## src/rtl/ecc_err_log.sv

```systemverilog
module ecc_err_log #(
  parameter int IW  = 4,
  parameter int AW  = 34,
  parameter int DW  = 64,
  parameter int SW  = 8,
  parameter int IDW = 14
) (
  input  logic           clk,
  input  logic           rst_n,
  input  logic           wr_en,
  input  logic           rd_en,
  input  logic [IW-1:0]  reg_idx,
  input  logic [31:0]    wr_data,
  output logic [31:0]    rd_data,
  output logic           rd_valid,
  input  logic           ev_ce,
  input  logic           ev_ue,
  input  logic [AW-1:0]  ev_addr,
  input  logic [DW-1:0]  ev_data,
  input  logic [SW-1:0]  ev_synd,
  input  logic [IDW-1:0] ev_src,
  output logic           irq
);
  localparam int AHW = AW - 32;
  localparam logic [IW-1:0] I_CTRL = 0, I_STAT = 1, I_ACK = 2, I_MASK = 3,
                            I_CE   = 4, I_UE   = 8, I_SRC = 12;

  logic [1:0]     en_fld;
  logic [31:0]    mask;
  logic [1:0]     ce_st, ue_st;
  logic [AW-1:0]  ce_a, ue_a;
  logic [DW-1:0]  ce_d, ue_d;
  logic [SW-1:0]  ce_s, ue_s;
  logic [IDW-1:0] ce_id, ue_id;

  wire cap_on = |en_fld;
  wire ce_cap = cap_on && ev_ce && ce_st == 2'b00;
  wire ue_cap = cap_on && ev_ue && ue_st == 2'b00;
  wire ack_wr = wr_en && reg_idx == I_ACK;

  always_ff @(posedge clk) begin
    if (!rst_n) begin
      en_fld <= '0;
      mask   <= '1;
    end else if (wr_en) begin
      if (reg_idx == I_CTRL) en_fld <= wr_data[17:16];
      if (reg_idx == I_MASK) mask   <= wr_data;
    end
  end

  always_ff @(posedge clk) begin
    if (!rst_n) begin
      ce_st <= '0;
      ue_st <= '0;
    end else begin
      if (ce_cap)      ce_st <= 2'b11;
      else if (ack_wr) ce_st <= ce_st & ~wr_data[1:0];
      if (ue_cap)      ue_st <= 2'b11;
      else if (ack_wr) ue_st <= ue_st & ~wr_data[3:2];
    end
  end

  always_ff @(posedge clk) begin
    if (!rst_n) begin
      ce_a <= '0; ce_d <= '0; ce_s <= '0; ce_id <= '0;
      ue_a <= '0; ue_d <= '0; ue_s <= '0; ue_id <= '0;
    end else begin
      if (ce_cap) begin
        ce_a <= ev_addr; ce_d <= ev_data; ce_s <= ev_synd; ce_id <= ev_src;
      end
      if (ue_cap) begin
        ue_a <= ev_addr; ue_d <= ev_data; ue_s <= ev_synd; ue_id <= ev_src;
      end
    end
  end

  logic [31:0] rmux;
  always_comb begin
    rmux = '0;
    case (reg_idx)
      I_CTRL:  rmux[17:16] = en_fld;
      I_STAT:  rmux[3:0] = {ue_st, ce_st};
      I_MASK:  rmux = mask;
      I_CE:    rmux = ce_a[31:0];
      I_CE+1:  begin rmux[15:8] = ce_s; rmux[AHW-1:0] = ce_a[AW-1:32]; end
      I_CE+2:  rmux = ce_d[31:0];
      I_CE+3:  rmux = ce_d[63:32];
      I_UE:    rmux = ue_a[31:0];
      I_UE+1:  begin rmux[15:8] = ue_s; rmux[AHW-1:0] = ue_a[AW-1:32]; end
      I_UE+2:  rmux = ue_d[31:0];
      I_UE+3:  rmux = ue_d[63:32];
      I_SRC:   begin rmux[16+IDW-1:16] = ce_id; rmux[IDW-1:0] = ue_id; end
      default: rmux = '0;
    endcase
  end

  always_ff @(posedge clk) begin
    if (!rst_n) begin
      rd_data  <= '0;
      rd_valid <= 1'b0;
    end else begin
      rd_valid <= rd_en;
      if (rd_en) rd_data <= rmux;
    end
  end

  assign irq = !mask[31] && !mask[2] && |{ue_st, ce_st};

  AST_CE_LOAD: assert property (@(posedge clk) disable iff (!rst_n)
    (cap_on && ev_ce && ce_st == 2'b00) |=> ce_st == 2'b11);
  AST_UE_LOAD: assert property (@(posedge clk) disable iff (!rst_n)
    (cap_on && ev_ue && ue_st == 2'b00) |=> ue_st == 2'b11);
  AST_ACK_CE: assert property (@(posedge clk) disable iff (!rst_n)
    (ack_wr && wr_data[1:0] == 2'b11 && ce_st != 2'b00) |=> ce_st == 2'b00);
  AST_CE_FROZEN: assert property (@(posedge clk) disable iff (!rst_n)
    (ce_st != 2'b00) |=> ($stable(ce_a) && $stable(ce_d) && $stable(ce_id)));
  AST_UE_FROZEN: assert property (@(posedge clk) disable iff (!rst_n)
    (ue_st != 2'b00) |=> ($stable(ue_a) && $stable(ue_d) && $stable(ue_id)));
  AST_OFF_NO_CAP: assert property (@(posedge clk) disable iff (!rst_n)
    (!cap_on && ce_st == 2'b00 && ue_st == 2'b00) |=> (ce_st == 2'b00 && ue_st == 2'b00));
  AST_IRQ_CAUSE: assert property (@(posedge clk) disable iff (!rst_n)
    irq |-> (ce_st != 2'b00 || ue_st != 2'b00));
  AST_RD_LAT: assert property (@(posedge clk) disable iff (!rst_n)
    rd_en |=> rd_valid);
endmodule

```

## config.mk

```make
export PLATFORM = sky130hd
export DESIGN_NAME = ecc_err_log
export DESIGN_NICKNAME = d
export VERILOG_FILES = /design/src/rtl/ecc_err_log.sv
export SDC_FILE = /design/constraint.sdc
export NUM_CORES = 1
export LEC_CHECK = 0
export ABC_AREA = 0
export BUFFER_PORTS_ARGS = -buffer_cell sky130_fd_sc_hd__buf_2
export CELL_PAD_IN_SITES_DETAIL_PLACEMENT = 1
export CELL_PAD_IN_SITES_GLOBAL_PLACEMENT = 1
export CORE_MARGIN = 2
export CORE_UTILIZATION = 30
export CTS_BUF_LIST = sky130_fd_sc_hd__clkbuf_4 sky130_fd_sc_hd__clkbuf_8 sky130_fd_sc_hd__clkbuf_16
export CTS_CLUSTER_DIAMETER = 80
export DETAILED_ROUTE_END_ITERATION = 10
export GPL_TIMING_DRIVEN = 0
export HOLD_SLACK_MARGIN = 0.06
export PLACE_DENSITY_LB_ADDON = 0.1
export REMOVE_ABC_BUFFERS = 1
export SLEW_MARGIN = 20
export SYNTH_ARGS = -nofsm -noshare
export SYNTH_HDL_FRONTEND = slang
export SYNTH_SLANG_ARGS = --single-unit
```

## constraint.sdc

```tcl
create_clock -name clk -period 2.9 [get_ports clk]
set_input_delay 0.145 -clock clk [delete_from_list [all_inputs] [get_ports clk]]
set_output_delay 0.145 -clock clk [all_outputs]
set_load 0.01 [all_outputs]
```

Word-level counts from Yosys, hierarchy flattened

Index checks and enable logic that the tools add are counted.

Word-level logic and storage cells: 60
Bits in registers: 311
Output and inout bits: 34
Memories kept: 0
Memory bits (read-only): 0
Latch bits: 0
Memory bits (writable): 0

Bitwise gates (word level): 4
Shift-type cells: 0
Equality and inequality tests: 12
Magnitude comparators: 0
Reduce and logical (&&, ||, !) cells: 18
Add/subtract/negate cells: 0
Multipliers: 0
Multiplexer cells: 12
Divide/modulo/power cells: 0

Operator list:

| operator                                            | count |
|---|---|
| one-hot mux 12 bit (8 select lines)                 | 1 |
| one-hot mux 6 bit (10 select lines)                 | 1 |
| one-hot mux 2 bit (9 select lines)                  | 3 |
| one-hot mux 4 bit (8 select lines)                  | 1 |
| one-hot mux 2 bit (11 select lines)                 | 1 |
| equality test 4 bit, second input constant          | 5 |
| equality test 4 x 3 -> 1 bit, second input constant | 4 |
| one-hot mux 2 bit (7 select lines)                  | 1 |
| equality test 4 x 2 -> 1 bit, second input constant | 2 |
| 2-to-1 mux 2 bit                                    | 4 |
| logical AND 1 bit                                   | 7 |
| bitwise AND 2 bit                                   | 2 |
| equality test 4 x 1 -> 1 bit, second input constant | 1 |
| logical NOT 2 bit                                   | 2 |
| logical NOT 4 bit                                   | 1 |
| NOT 2 bit                                           | 2 |
| AND reduction 2 bit                                 | 2 |
| nonzero test 2 bit                                  | 2 |
| OR reduction 4 bit                                  | 1 |
| logical NOT 1 bit                                   | 2 |
| OR reduction 2 bit                                  | 1 |

Longest topological paths before layout

Depth after elaboration: 4
Mapped depth: 10
Depth with buffers taken out: 6

Least setup slack after synthesis

No wires, ideal clock.

Kind: input -> register
Start point: in reg_idx[2]
End point: reg rd_data[0]
Setup time: 0.123 ns
Data arrival time: 1.432 ns
Stages on the path: 8
Path slack: 1.345 ns
Cell sequence: inv_1 -> ha_1 -> buf_4 -> buf_2 -> a222oi_1 -> mux2i_1 -> a221oi_1 -> nor2_1

Cells in the longest elaborated chain, start to end: 2
Elaborated cells on any way between the ends: 12

RTL lines:

| item                                              | RTL line | RTL |
|---|---|---|
| from (decl)                                       | 12       | `input logic [IW-1:0] reg_idx,` |
| equality test 4 bit, or another cell as far along | 80       | `case (reg_idx)` |
| one-hot mux 2 bit (11 select lines) (*)           | 80       |  |
| to (signal assigned)                              | 103      | `if (rd_en) rd_data <= rmux;` |
| to (decl)                                         | 14       | `output logic [31:0] rd_data,` |

Every way passes the cells marked *; elsewhere a longest branch is shown, timed or not.
A chain may end at the register's enable or synchronous reset.

Worst setup path in the final report

Start point: reg ce_st[0]
End point: reg ce_d[60]

Cells in the longest elaborated chain, start to end: 2

RTL lines:

| item                   | RTL line | RTL |
|---|---|---|
| from (decl)            | 30       | `logic [1:0] ce_st, ue_st;` |
| from (signal assigned) | 57       | `else if (ack_wr) ce_st <= ce_st & ~wr_data[1:0];` |
| logical NOT 2 bit      | 37       | `wire ce_cap = cap_on && ev_ce && ce_st == 2'b00;` |
| logical AND 1 bit      | 37       |  |
| to (signal assigned)   | 69       | `ce_a <= ev_addr; ce_d <= ev_data; ce_s <= ev_synd; ce_id <= ev_src;` |
| to (decl)              | 32       | `logic [DW-1:0] ce_d, ue_d;` |

No other way between the ends.

==> out/summary.txt <==
Clock Skews = 0.01717 ns
Worst Setup End Kind = flip-flop
I/O Pins = 196
Final HPWL DP = 31360 microns
F_max = 452.4 MHz
Pwr Density = 588.1 nW/um^2
Largest net degree at the start of global routing = 89
CTS buffer count = 39
DRT Pass-1 Iters = 5
First-pass GRT wire length = 80970 microns
Initial antenna violation count = 4
H-tree Lvls = 2
Syn Area/Cell = 7.866 sq um
Async set-reset flop share out of synthesis = 0%
Count leader, synth = nand2_1
Hold depth = 2
P&R area growth vs syn = 34.09%
Post-synthesis cell area = 12930 sq um
Post-DP Area = 14510 sq um
Worst-Margin Slew = 1.029 ns
Average wire per standard cell = 21.37 microns
Synth area leaders = dfxtp_1, nand2_1, a21oi_1
Reg clk slew, reported paths = 0.06 ns
Seq/Total Area, Yosys = 48.14%
Status = finished clean
Startpoint Class = flip-flop
Clock buffer depth = 3
EDFF count, synth = 0
RSZ-0062 raised after global routing = false
Die Area = 44790 sq um
Number of I/O port buffers = 195
Cells after Synth = 1644
Remaining global-route overflow = 0
DR vias = 13010
Number of max-cap violations = 0
Crit share post-route = 76.22%
CP cell instances = nor2_1 -> nand3_4 -> buf_16 -> buf_16 -> nand2_1 -> a21oi_1
DIE WIDTH = 211.6 microns
Routed wire length = 53180 microns
Final hold violations = 0
CTS tree = yes
Post-route ant nets = 0
Power consumption = 10.20 mW
Final setup violation count = 0
Worst-path fanout max = 44
Starting Density = 30.22%
Via density per instance = 5.227
Flops & latches, synth = 311
Crit path max-delay cell type = nand3_4
Setup TNS = 0 ns
Residual DRC = 0
Clk_lat worst skew = 0.55 ns
Yosys top cell area share = 48.14%
Gp weighted congestion = 0.7151
Critical path class = flip-flop to flip-flop
Slew headroom = 31.24%
WHS = 0.09759 ns
Synth cell types = 66
Final #Nets = 2076
Clk sinks = 311
VDD IR max = 0.4179 mV
Arrival @ worst endpoint = 2.61 ns
Worst hold path type = input pin to flip-flop
Min Tclk post-route = 2.210 ns
Synth Flop Type = dfxtp_1
Delay of the slowest critical-path stage = 0.53 ns
Vias in the first global route = 13440
Worst reg2reg path depth = 6
Synth warnings = 0
Initial DRC count = 713
Clock root buffer = clkbuf_16
Synth area leader = dfxtp_1
Most frequent CP cell = buf_16
DIE HEIGHT = 211.6 microns
Core ar. = 42790 sq um
Slew Viols, Final = 0
GRT Total Usage = 23.72%
Synth top cells by count = nand2_1, dfxtp_1, a21oi_1, clkbuf_1, buf_2
Row cnt = 76
P_leak = 6.323 nW
Fin area = 17340 sq um
WP data required = 3.30 ns
Layout cells sized above 1 = 16.35%
## metrics by stage
stage,std cells,setup WS (ns),util [%]
after floorplan,1499,-0.6916,-
after global routing,2487,0.5713,40.52
after CTS,2485,0.6516,40.51
after detailed placement,2263,0.2105,33.90
after global placement,2240,-5.613,32.37
final,2488,0.6896,40.53
## placed cells by master (no fill, tap or decap), drive strengths merged, types with 2 or more instances in the layout
cell type | synthesis | routed
a221o | 11 | 11
a211oi | 7 | 7
o221ai | 2 | 2
nor2b | 4 | 4
and4b | 2 | 2
a22o | 12 | 12
nand3 | 51 | 51
nand2 | 585 | 585
clkinv | 0 | 7
a21oi | 269 | 269
a222oi | 30 | 30
and2 | 3 | 3
nor3b | 2 | 2
nand4b | 2 | 2
nor2 | 26 | 26
a32o | 6 | 6
a31oi | 7 | 7
or2 | 2 | 2
inv | 9 | 9
dfxtp | 311 | 311
and3 | 9 | 9
o31ai | 2 | 2
clkbuf | 67 | 62
o211ai | 7 | 7
diode | 0 | 3
nand2b | 3 | 3
a22oi | 25 | 25
nand3b | 8 | 8
o22ai | 8 | 8
mux2 | 5 | 5
nor3 | 4 | 4
o2bb2ai | 4 | 4
mux2i | 13 | 13
a221oi | 23 | 23
ha | 4 | 4
buf | 78 | 218
dlygate4sd3 | 0 | 152
o21ai | 29 | 29
## worst max-delay path: cells and delay by family (launching register included)
| kind | cells | cell delay (ns) |
|---|---|---|
| flip-flops | 1 | 0.33 |
| buffers and inverters | 2 | 0.62 |
| AND/OR/NAND/NOR | 3 | 0.99 |
| AO/OA/AOI/OAI | 1 | 0.07 |
## cell type report
class                   instances  area [sq um]
fillers                      5056         25450
clock inverters                 8         65.06
well taps                     546         683.2
inverters                       9         41.29
repair buffers                370          3047
clock buffers                  62          1240
flip-flops and latches        311          6226
diodes                          3         7.507
multi-input cells            1179          6032
## sequential cells by signal (all words and copies together), names as in the netlist
signal / count
en_fld: 2
ue_st: 2
ce_id: 14
ue_s: 8
rd_data: 32
rd_valid: 1
ce_st: 2
mask: 32
ce_d: 64
ue_id: 14
ce_s: 8
ue_d: 64
ue_a: 34
ce_a: 34
## cells by family (layout without fill, tap and decap cells)
family | count (synthesis) | count (layout) | synth area share [%]
adder cells (fa/ha/maj) | 4 | 4 | 0.3870
multiplexers | 18 | 18 | 1.441
other | 0 | 3 | 0
AND/OR/NAND/NOR | 704 | 704 | 22.05
AO/OA/AOI/OAI | 453 | 453 | 21.99
buffers and inverters | 154 | 449 | 5.989
flip-flops | 311 | 311 | 48.14
## path summary, 6_finish.rpt
path | to | from | slack, ns
max | ce_d[60] | ce_st[0] | 0.69
min | mask[1] | rst_n | 0.1
max reg2reg | ce_d[60] | ce_st[0] | 0.69
min reg2reg | ce_s[5] | ce_s[5] | 0.45
## per-layer routing
metal / track usage (%) / up-vias / part of all wire (%)
li1: - / 6202 / -
met1: 30.52 / 6432 / 45
met2: 41.11 / 298 / 48
met3: 3.501 / 72 / 4.3
met4: 6.921 / 2 / 2.3
met5: 0 / - / 0.021
## report_power, final
group          leakage (nW)  internal [mW]  switching (mW)
Combinational          3.15          0.385           0.527
Clock                 0.667           3.01            1.91
Sequential             2.51           4.33          0.0299
## repair_timing
action	CTS	global route
hold buffers	152	0
setup endpoints to repair	0	0
endpoints found under the hold margin	278	0
buffers inserted	0	0
gates resized for setup	0	0
Note: power is estimated with default switching activity, not from simulation.
